$ cat config.mk
export PLATFORM = sky130hd
export DESIGN_NAME = gp_ovf_timer
export DESIGN_NICKNAME = d
export VERILOG_FILES = /design/src/rtl/tmr_pkg.sv /design/src/rtl/tmr_regif.sv /design/src/rtl/tmr_count.sv /design/src/rtl/tmr_irq.sv /design/src/rtl/gp_ovf_timer.sv
export SDC_FILE = /design/constraint.sdc
export NUM_CORES = 1
export LEC_CHECK = 0
export CORE_AREA = 4 4 106 108
export DETAILED_ROUTE_END_ITERATION = 8
export DIE_AREA = 0 0 110 112
export HOLD_SLACK_MARGIN = 0.06
export PLACE_DENSITY = 0.68
export SLEW_MARGIN = 5
export SYNTH_ARGS = -nofsm -noshare
export SYNTH_HDL_FRONTEND = slang
export SYNTH_SLANG_ARGS = --single-unit
$ cat constraint.sdc
create_clock -name clk -period 3.2 [get_ports clk]
set_input_delay 0.64 -clock clk [delete_from_list [all_inputs] [get_ports clk]]
set_output_delay 0.64 -clock clk [all_outputs]
set_load 0.005 [all_outputs]
$ cat src/rtl/tmr_pkg.sv
`timescale 1ns/1ps
package tmr_pkg;
  localparam int unsigned OFS_CTRL = 0;
  localparam int unsigned OFS_LOAD = 4;
  localparam int unsigned OFS_CNT  = 8;
  localparam int unsigned OFS_IE   = 12;
  localparam int unsigned OFS_STS  = 16;
  localparam int unsigned OFS_LDST = 20;

  localparam int unsigned CTRL_RUN_BIT = 0;
  localparam int unsigned CTRL_AR_BIT  = 1;
  localparam int unsigned FLAG_OVF_BIT = 0;

  typedef struct packed {
    logic ctrl;
    logic load;
    logic cnt;
    logic ie;
    logic sts;
    logic ldst;
  } wr_strobe_t;
endpackage

$ cat src/rtl/tmr_regif.sv
`timescale 1ns/1ps
module tmr_regif
  import tmr_pkg::*;
#(
  parameter int unsigned ADDR_W = 8,
  parameter int unsigned DATA_W = 32
) (
  input  logic              bus_valid,
  input  logic              bus_write,
  input  logic [ADDR_W-1:0] bus_addr,
  output wr_strobe_t        strb,
  output logic [DATA_W-1:0] rdata,
  input  logic              run,
  input  logic              ar,
  input  logic [DATA_W-1:0] cnt,
  input  logic [DATA_W-1:0] load,
  input  logic              ie,
  input  logic              sts
);
  localparam logic [ADDR_W-1:0] A_CTRL = ADDR_W'(OFS_CTRL);
  localparam logic [ADDR_W-1:0] A_LOAD = ADDR_W'(OFS_LOAD);
  localparam logic [ADDR_W-1:0] A_CNT  = ADDR_W'(OFS_CNT);
  localparam logic [ADDR_W-1:0] A_IE   = ADDR_W'(OFS_IE);
  localparam logic [ADDR_W-1:0] A_STS  = ADDR_W'(OFS_STS);
  localparam logic [ADDR_W-1:0] A_LDST = ADDR_W'(OFS_LDST);

  logic do_wr, do_rd;
  assign do_wr = bus_valid &  bus_write;
  assign do_rd = bus_valid & ~bus_write;

  always_comb begin
    strb.ctrl = do_wr & (bus_addr == A_CTRL);
    strb.load = do_wr & (bus_addr == A_LOAD);
    strb.cnt  = do_wr & (bus_addr == A_CNT);
    strb.ie   = do_wr & (bus_addr == A_IE);
    strb.sts  = do_wr & (bus_addr == A_STS);
    strb.ldst = do_wr & (bus_addr == A_LDST);
  end

  always_comb begin
    rdata = '0;
    if (do_rd) begin
      if (bus_addr == A_CTRL) begin
        rdata[CTRL_RUN_BIT] = run;
        rdata[CTRL_AR_BIT]  = ar;
      end else if (bus_addr == A_LOAD) begin
        rdata = load;
      end else if (bus_addr == A_CNT) begin
        rdata = cnt;
      end else if (bus_addr == A_IE) begin
        rdata[FLAG_OVF_BIT] = ie;
      end else if (bus_addr == A_STS) begin
        rdata[FLAG_OVF_BIT] = sts;
      end
    end
  end
endmodule

$ cat src/rtl/tmr_count.sv
`timescale 1ns/1ps
module tmr_count
  import tmr_pkg::*;
#(
  parameter int unsigned CNT_W = 32
) (
  input  logic             clk,
  input  logic             rst_n,
  input  wr_strobe_t       strb,
  input  logic [CNT_W-1:0] wdata,
  output logic [CNT_W-1:0] cnt_q,
  output logic [CNT_W-1:0] load_q,
  output logic             run_q,
  output logic             ar_q,
  output logic             ovf
);
  localparam logic [CNT_W-1:0] CNT_MAX = '1;

  logic [CNT_W-1:0] cnt_d, load_d;
  logic             run_d, ar_d, en;

  assign ovf = run_q & (cnt_q == CNT_MAX);
  assign en  = run_q | strb.ctrl | strb.load | strb.cnt | strb.ldst;

  always_comb begin
    cnt_d  = cnt_q;
    load_d = load_q;
    run_d  = run_q;
    ar_d   = ar_q;
    if (run_q) begin
      if (ovf) cnt_d = ar_q ? load_q : '0;
      else     cnt_d = cnt_q + CNT_W'(1);
    end
    if (ovf && !ar_q) run_d = 1'b0;
    if (strb.ctrl) begin
      run_d = wdata[CTRL_RUN_BIT];
      ar_d  = wdata[CTRL_AR_BIT];
    end
    if (strb.load) load_d = wdata;
    if (strb.cnt)  cnt_d  = wdata;
    if (strb.ldst) begin
      load_d = wdata;
      cnt_d  = wdata;
      run_d  = 1'b1;
    end
  end

  always_ff @(posedge clk or negedge rst_n) begin
    if (!rst_n) begin
      cnt_q  <= '0;
      load_q <= '0;
      run_q  <= 1'b0;
      ar_q   <= 1'b0;
    end else if (en) begin
      cnt_q  <= cnt_d;
      load_q <= load_d;
      run_q  <= run_d;
      ar_q   <= ar_d;
    end
  end
endmodule

$ cat src/rtl/tmr_irq.sv
`timescale 1ns/1ps
module tmr_irq
  import tmr_pkg::*;
#(
  parameter bit IRQ_REG = 1'b0
) (
  input  logic       clk,
  input  logic       rst_n,
  input  wr_strobe_t strb,
  input  logic       wbit,
  input  logic       ovf,
  output logic       ie_q,
  output logic       sts_q,
  output logic       irq
);
  logic ie_d, sts_d, sts_en;

  assign sts_en = ovf | strb.sts;

  always_comb begin
    ie_d  = strb.ie ? wbit : ie_q;
    sts_d = ovf | (sts_q & ~(strb.sts & wbit));
  end

  always_ff @(posedge clk or negedge rst_n) begin
    if (!rst_n) begin
      ie_q  <= 1'b0;
      sts_q <= 1'b0;
    end else begin
      if (strb.ie) ie_q  <= ie_d;
      if (sts_en)  sts_q <= sts_d;
    end
  end

  generate
    if (IRQ_REG) begin : g_irq_ff
      logic irq_q;
      always_ff @(posedge clk or negedge rst_n) begin
        if (!rst_n) irq_q <= 1'b0;
        else        irq_q <= ie_d & sts_d;
      end
      assign irq = irq_q;
    end else begin : g_irq_comb
      assign irq = ie_q & sts_q;
    end
  endgenerate
endmodule

$ cat src/rtl/gp_ovf_timer.sv
`timescale 1ns/1ps
module gp_ovf_timer
  import tmr_pkg::*;
#(
  parameter int unsigned CNT_W   = 32,
  parameter int unsigned ADDR_W  = 8,
  parameter bit          IRQ_REG = 1'b0
) (
  input  logic              clk,
  input  logic              rst_n,
  input  logic              bus_valid,
  input  logic              bus_write,
  input  logic [ADDR_W-1:0] bus_addr,
  input  logic [CNT_W-1:0]  bus_wdata,
  output logic              bus_ready,
  output logic [CNT_W-1:0]  bus_rdata,
  output logic              irq
);
  wr_strobe_t       strb;
  logic [CNT_W-1:0] cnt_q, load_q;
  logic             run_q, ar_q, ovf, ie_q, sts_q;

  assign bus_ready = bus_valid;

  tmr_regif #(.ADDR_W(ADDR_W), .DATA_W(CNT_W)) u_regif (
    .bus_valid (bus_valid),
    .bus_write (bus_write),
    .bus_addr  (bus_addr),
    .strb      (strb),
    .rdata     (bus_rdata),
    .run       (run_q),
    .ar        (ar_q),
    .cnt       (cnt_q),
    .load      (load_q),
    .ie        (ie_q),
    .sts       (sts_q)
  );

  tmr_count #(.CNT_W(CNT_W)) u_count (
    .clk    (clk),
    .rst_n  (rst_n),
    .strb   (strb),
    .wdata  (bus_wdata),
    .cnt_q  (cnt_q),
    .load_q (load_q),
    .run_q  (run_q),
    .ar_q   (ar_q),
    .ovf    (ovf)
  );

  tmr_irq #(.IRQ_REG(IRQ_REG)) u_irq (
    .clk   (clk),
    .rst_n (rst_n),
    .strb  (strb),
    .wbit  (bus_wdata[FLAG_OVF_BIT]),
    .ovf   (ovf),
    .ie_q  (ie_q),
    .sts_q (sts_q),
    .irq   (irq)
  );
endmodule

# After elaboration in Yosys (flattened, before gate mapping)
# Cells that the tools add are included.
# classes
mux	18
addsub	1
eq_ne	6
reduce_logical	10
bitwise	20
# ops
operator	n
32-bit 2-to-1 mux	9
32-bit by 1-bit adder with 32-bit output, second input constant	1
32-bit == test, second input constant	1
31-bit 2-to-1 mux	1
30-bit 2-to-1 mux	1
8-bit by 4-bit == test with 1-bit output, second input constant	2
8-bit by 5-bit == test with 1-bit output, second input constant	2
1-bit AND	12
8-bit by 3-bit == test with 1-bit output, second input constant	1
8-bit zero test	1
2-bit AND reduction	4
1-bit 2-to-1 mux	6
1-bit OR	6
3-bit nonzero test	2
2-bit 2-to-1 mux	1
1-bit NOT	2
2-bit nonzero test	1
1-bit logical AND	1
1-bit zero test	1
# word_totals
regBits	68

# Logic depth before layout (Yosys ltp)
# depth
word_depth	7
depth_mapped	8
ltp_nobuf	6

# Cells and area by module
# A second synthesis with hierarchy kept.
# unflattened
hier_cells	498
hier_area_um2	4419.2
# modules_own_cells
module	n_inst	cells_per_inst	seq_area_each_um2	area_per_inst_um2
tmr_count	1	372	1651.6	3634.7
tmr_regif	1	119	0.0	694.4
tmr_irq	1	6	50.0	82.6
gp_ovf_timer	1	1	0.0	7.5

# Worst setup path after synthesis
# OpenSTA, ideal clock, no wires.
# synth_path
path_type	input -> output
start	in bus_addr[0]
end	out bus_rdata[10]
slack_ns	0.335
path_buffers	1
arrival_time_ns	2.225
cell_stages	6
cell_sequence	or4_4 -> or2_4 -> nor3_1 -> buf_2 -> a22oi_1 -> nor2_1
# synth_via
elab_chain_len	5
# synth_lines
element	line_no	source
start: declaration	gp_ovf_timer.sv:13	input logic [ADDR_W-1:0] bus_addr,
8-bit by 4-bit == test with 1-bit output	tmr_regif.sv:48	end else if (bus_addr == A_CNT) begin
31-bit 2-to-1 mux	tmr_regif.sv:48	
32-bit 2-to-1 mux	tmr_regif.sv:46	end else if (bus_addr == A_LOAD) begin
30-bit 2-to-1 mux *	tmr_regif.sv:43	if (bus_addr == A_CTRL) begin
32-bit 2-to-1 mux *	tmr_regif.sv:42	if (do_rd) begin
end: declaration	gp_ovf_timer.sv:16	output logic [CNT_W-1:0] bus_rdata,
# Mark *: on every way between the ends. The rest lies on a longest branch, timed or not.

# Final worst setup path
# layout_path
start	in bus_addr[7]
end	out bus_rdata[0]
# layout_via
elab_chain_len	7
# layout_lines
element	line_no	source
8-bit by 5-bit == test with 1-bit output	tmr_regif.sv:52	end else if (bus_addr == A_STS) begin
1-bit 2-to-1 mux	tmr_regif.sv:52	
1-bit 2-to-1 mux	tmr_regif.sv:50	end else if (bus_addr == A_IE) begin
1-bit 2-to-1 mux	tmr_regif.sv:48	
32-bit 2-to-1 mux	tmr_regif.sv:46	
2-bit 2-to-1 mux *	tmr_regif.sv:43	
32-bit 2-to-1 mux *	tmr_regif.sv:42	
# Marks and branches as above.

==> impl_metrics.yaml <==
layout:
  multi_input_area_sq_um: 2620
  final_cell_area_sq_um: 5810
  fin_util_pct: 56.8
  drive_gt1_share_pct: 25.1
  final_common_cell: "dfrtp_1"
  nFillCells: 927
  nets: 641
  n_antenna_cell: 0
  area_delta_synth_final_pct: 28.3
  regArea_sq_um: 1700
  layout_common_cells: "dfrtp_1 (68), nor2_1 (60), a21oi_1 (55)"
place:
  dp_slack_ps: -525
  placed_cell_area_sq_um: 5560
  gp_congestion: 0.892
  io_buffers: 77
  hpwl_microns: 9660
sta:
  max_slew_margin_pct: 46.8
  tightest_slew_ps: 798
  setup_violations: 0
  finalCriticalPeriod_ps: 3120
  worst_slack_ps: 82.3
  finalHoldViolCount: 0
  fin_hold_ws_ps: 371
  period_share_pct: 97.4
  fmax_mhz: 321
  finalMaxSlewViolations: 0
  rsz0062_at_grt: "false"
  tns_ps: 0
  fin_worst_skew_ps: 6.99
pwr:
  cellPowerDensity_nw_per_um2: 417
  power_leakage_nw: 2.48
  vdd_drop_max_mv: 0.192
grt:
  grt_pass1_wl_microns: 23500
  antenna_found_initial: 0
  grt_overflow: 0
  grt_usage_pct: 24.0
  grt_pass1_vias: 4523
  grt_max_degree: 39
floorplan:
  core_area_sq_um: 10200
  fp.dieArea_sq_um: 12300
  ios: 78
  row_count: 37
  die_w_microns: 110
  start_util_pct: 44.3
  die_y_microns: 112
clock_network:
  cts_root_buffer: "clkbuf_8"
  clock_sinks: 68
  postCtsHoldBufs: 0
  htreeDepth: 3
  clk_latency_ps: 350
  cts_tree: "yes"
  cts_buffers: 9
  clk_pin_slew_ps: 70
  clockBufferDepth: 2
synthesis:
  synth_seq_area_share_pct: 37.6
  synth_nets: 550
  syn_inst: 505
  ys.flop_type: "dfrtp_1"
  yosysWarnings: 0
  synth_area_sq_um: 4530
  async_flop_share_pct: 100
  synth_seq_cells: 68
  synth_cell_types: 65
  avgSynthCellArea_sq_um: 8.97
  synth_edf_count: 0
detailed_routing:
  drt-total-wl_microns: 14200
  avgViaCountPerCell: 6.07
  drt.antenna.violating_nets: 0
  vias: 4472
  firstDrtPassIters: 4
  avgRoutedWirePerCell_microns: 19.3
  drcViolationCount: 0
  drt_iter0_drc: 337
run:
  cap_violations: 0
critical_path:
  end_kind: "output port"
  worstSetupPathType: "in -> out"
  arrival_ps: 2480
  cp-start-kind: "input pin"
  critPathMaxFanout: 15
  cp_data_required_time_ps: 2560
hold_path:
  hp-class: "in -> async"
outcome:
  run_status: "finished clean"
==> report_power, final <==
part	total [W]	switching [W]	internal [W]
clock network	0.000638	0.000336	0.000302
logic	0.000646	0.000353	0.000293
registers	0.00114	0.000175	0.000963
total	0.00242	0.000864	0.00156
==> kinds of logic after synthesis <==
| group | count (synthesis) | share of synthesized area (%) |
|---|---|---|
| compound gates | 143 | 21.2 |
| xor+xnor | 16 | 3.09 |
| fa+ha+maj | 1 | 0.276 |
| buf+inv | 55 | 5.94 |
| flops | 68 | 37.6 |
| mux | 42 | 10.2 |
| simple gates | 180 | 21.7 |
==> flip-flops by register name, summed over array words and instances (netlist names) <==
signal          cells
u_irq.sts_q         1
u_count.ar_q        1
u_count.load_q     32
u_irq.ie_q          1
u_count.run_q       1
u_count.cnt_q      32
==> per-stage QoR <==
step / instances / power, W
after global placement: 709 / 0.00175
final: 737 / 0.00242
after detailed placement: 709 / 0.00178
after global routing: 737 / 0.00257
after CTS: 738 / 0.00243
after floorplan: 505 / 0.00157
==> synthesized netlist by cell type (all sizes together) (2+ instances only) <==
cell type	n	share of area (%)
xnor2	11	2.1
o211ai	2	0.33
nand3	13	1.7
o31a	5	0.99
dfrtp	68	38
or4	4	0.91
buf	26	3.5
and3	4	0.58
nand4	11	1.8
nand3b	2	0.33
a41o	2	0.44
nor2	61	5.1
a22oi	31	5.1
nand2	30	2.5
o21ai	12	1.3
nor4	15	2.9
o41ai	2	0.39
or3	3	0.52
inv	13	1.1
a221o	4	0.88
xor2	5	0.97
or2	3	0.47
o31ai	9	1.7
clkbuf	16	1.4
mux2i	8	1.8
a32oi	2	0.39
nand2b	4	0.55
nor3b	7	1.2
mux2	34	8.5
and2	2	0.28
a31oi	6	0.83
and4	3	0.58
a21oi	56	6.2
nor3	16	2.1
==> path summary, 6_finish.rpt <==
path | cells after the start | start | slack [ps] | to
setup reg to reg | 7 | u_count.cnt_q[1] | 320 | u_count.cnt_q[26]
max in group asynchronous | 2 | rst_n | 2120 | u_count.cnt_q[6]
hold reg to reg | 1 | u_count.load_q[24] | 530 | u_count.load_q[24]
hold / removal | 1 | rst_n | 370 | u_count.load_q[19]
min in group clk | 1 | u_count.load_q[24] | 530 | u_count.load_q[24]
setup / recovery | 10 | bus_addr[7] | 80 | bus_rdata[0]
==> layout make-up <==
type | count | share of cell area (%)
Clock buffer | 14 | 2.63
Tap cell | 136 | 2.93
Clock inverter | 2 | 0.172
Inverter | 13 | 0.839
Sequential cell | 68 | 29.3
Timing Repair Buffer | 122 | 19.1
Multi-Input combinational cell | 382 | 45.0
==> per-layer routing <==
metal	global-route usage (%)	wire length [microns]
met2	39.6	6850
met5	0	0
met3	3.65	975
met1	32.0	6160
met4	7.73	248
==> worst max-delay path, cell delays in order <==
cell,delay [ps]
buf_2,100
or4_4,530
or2_4,270
buf_12,130
nor3_4,120
buf_4,160
buf_8,160
a211o_1,160
a21oi_2,70
buf_2,130
==> repair_timing <==
| action | CTS | global route |
|---|---|---|
| pin swaps | 29 | 15 |
| setup buffers | 9 | 0 |
| endpoints found under the setup margin | 32 | 32 |
| resized for setup | 154 | 11 |
| hold endpoints to repair | 0 | 0 |
| gates cloned | 4 | 0 |
Power figures use the tool's default switching activity.
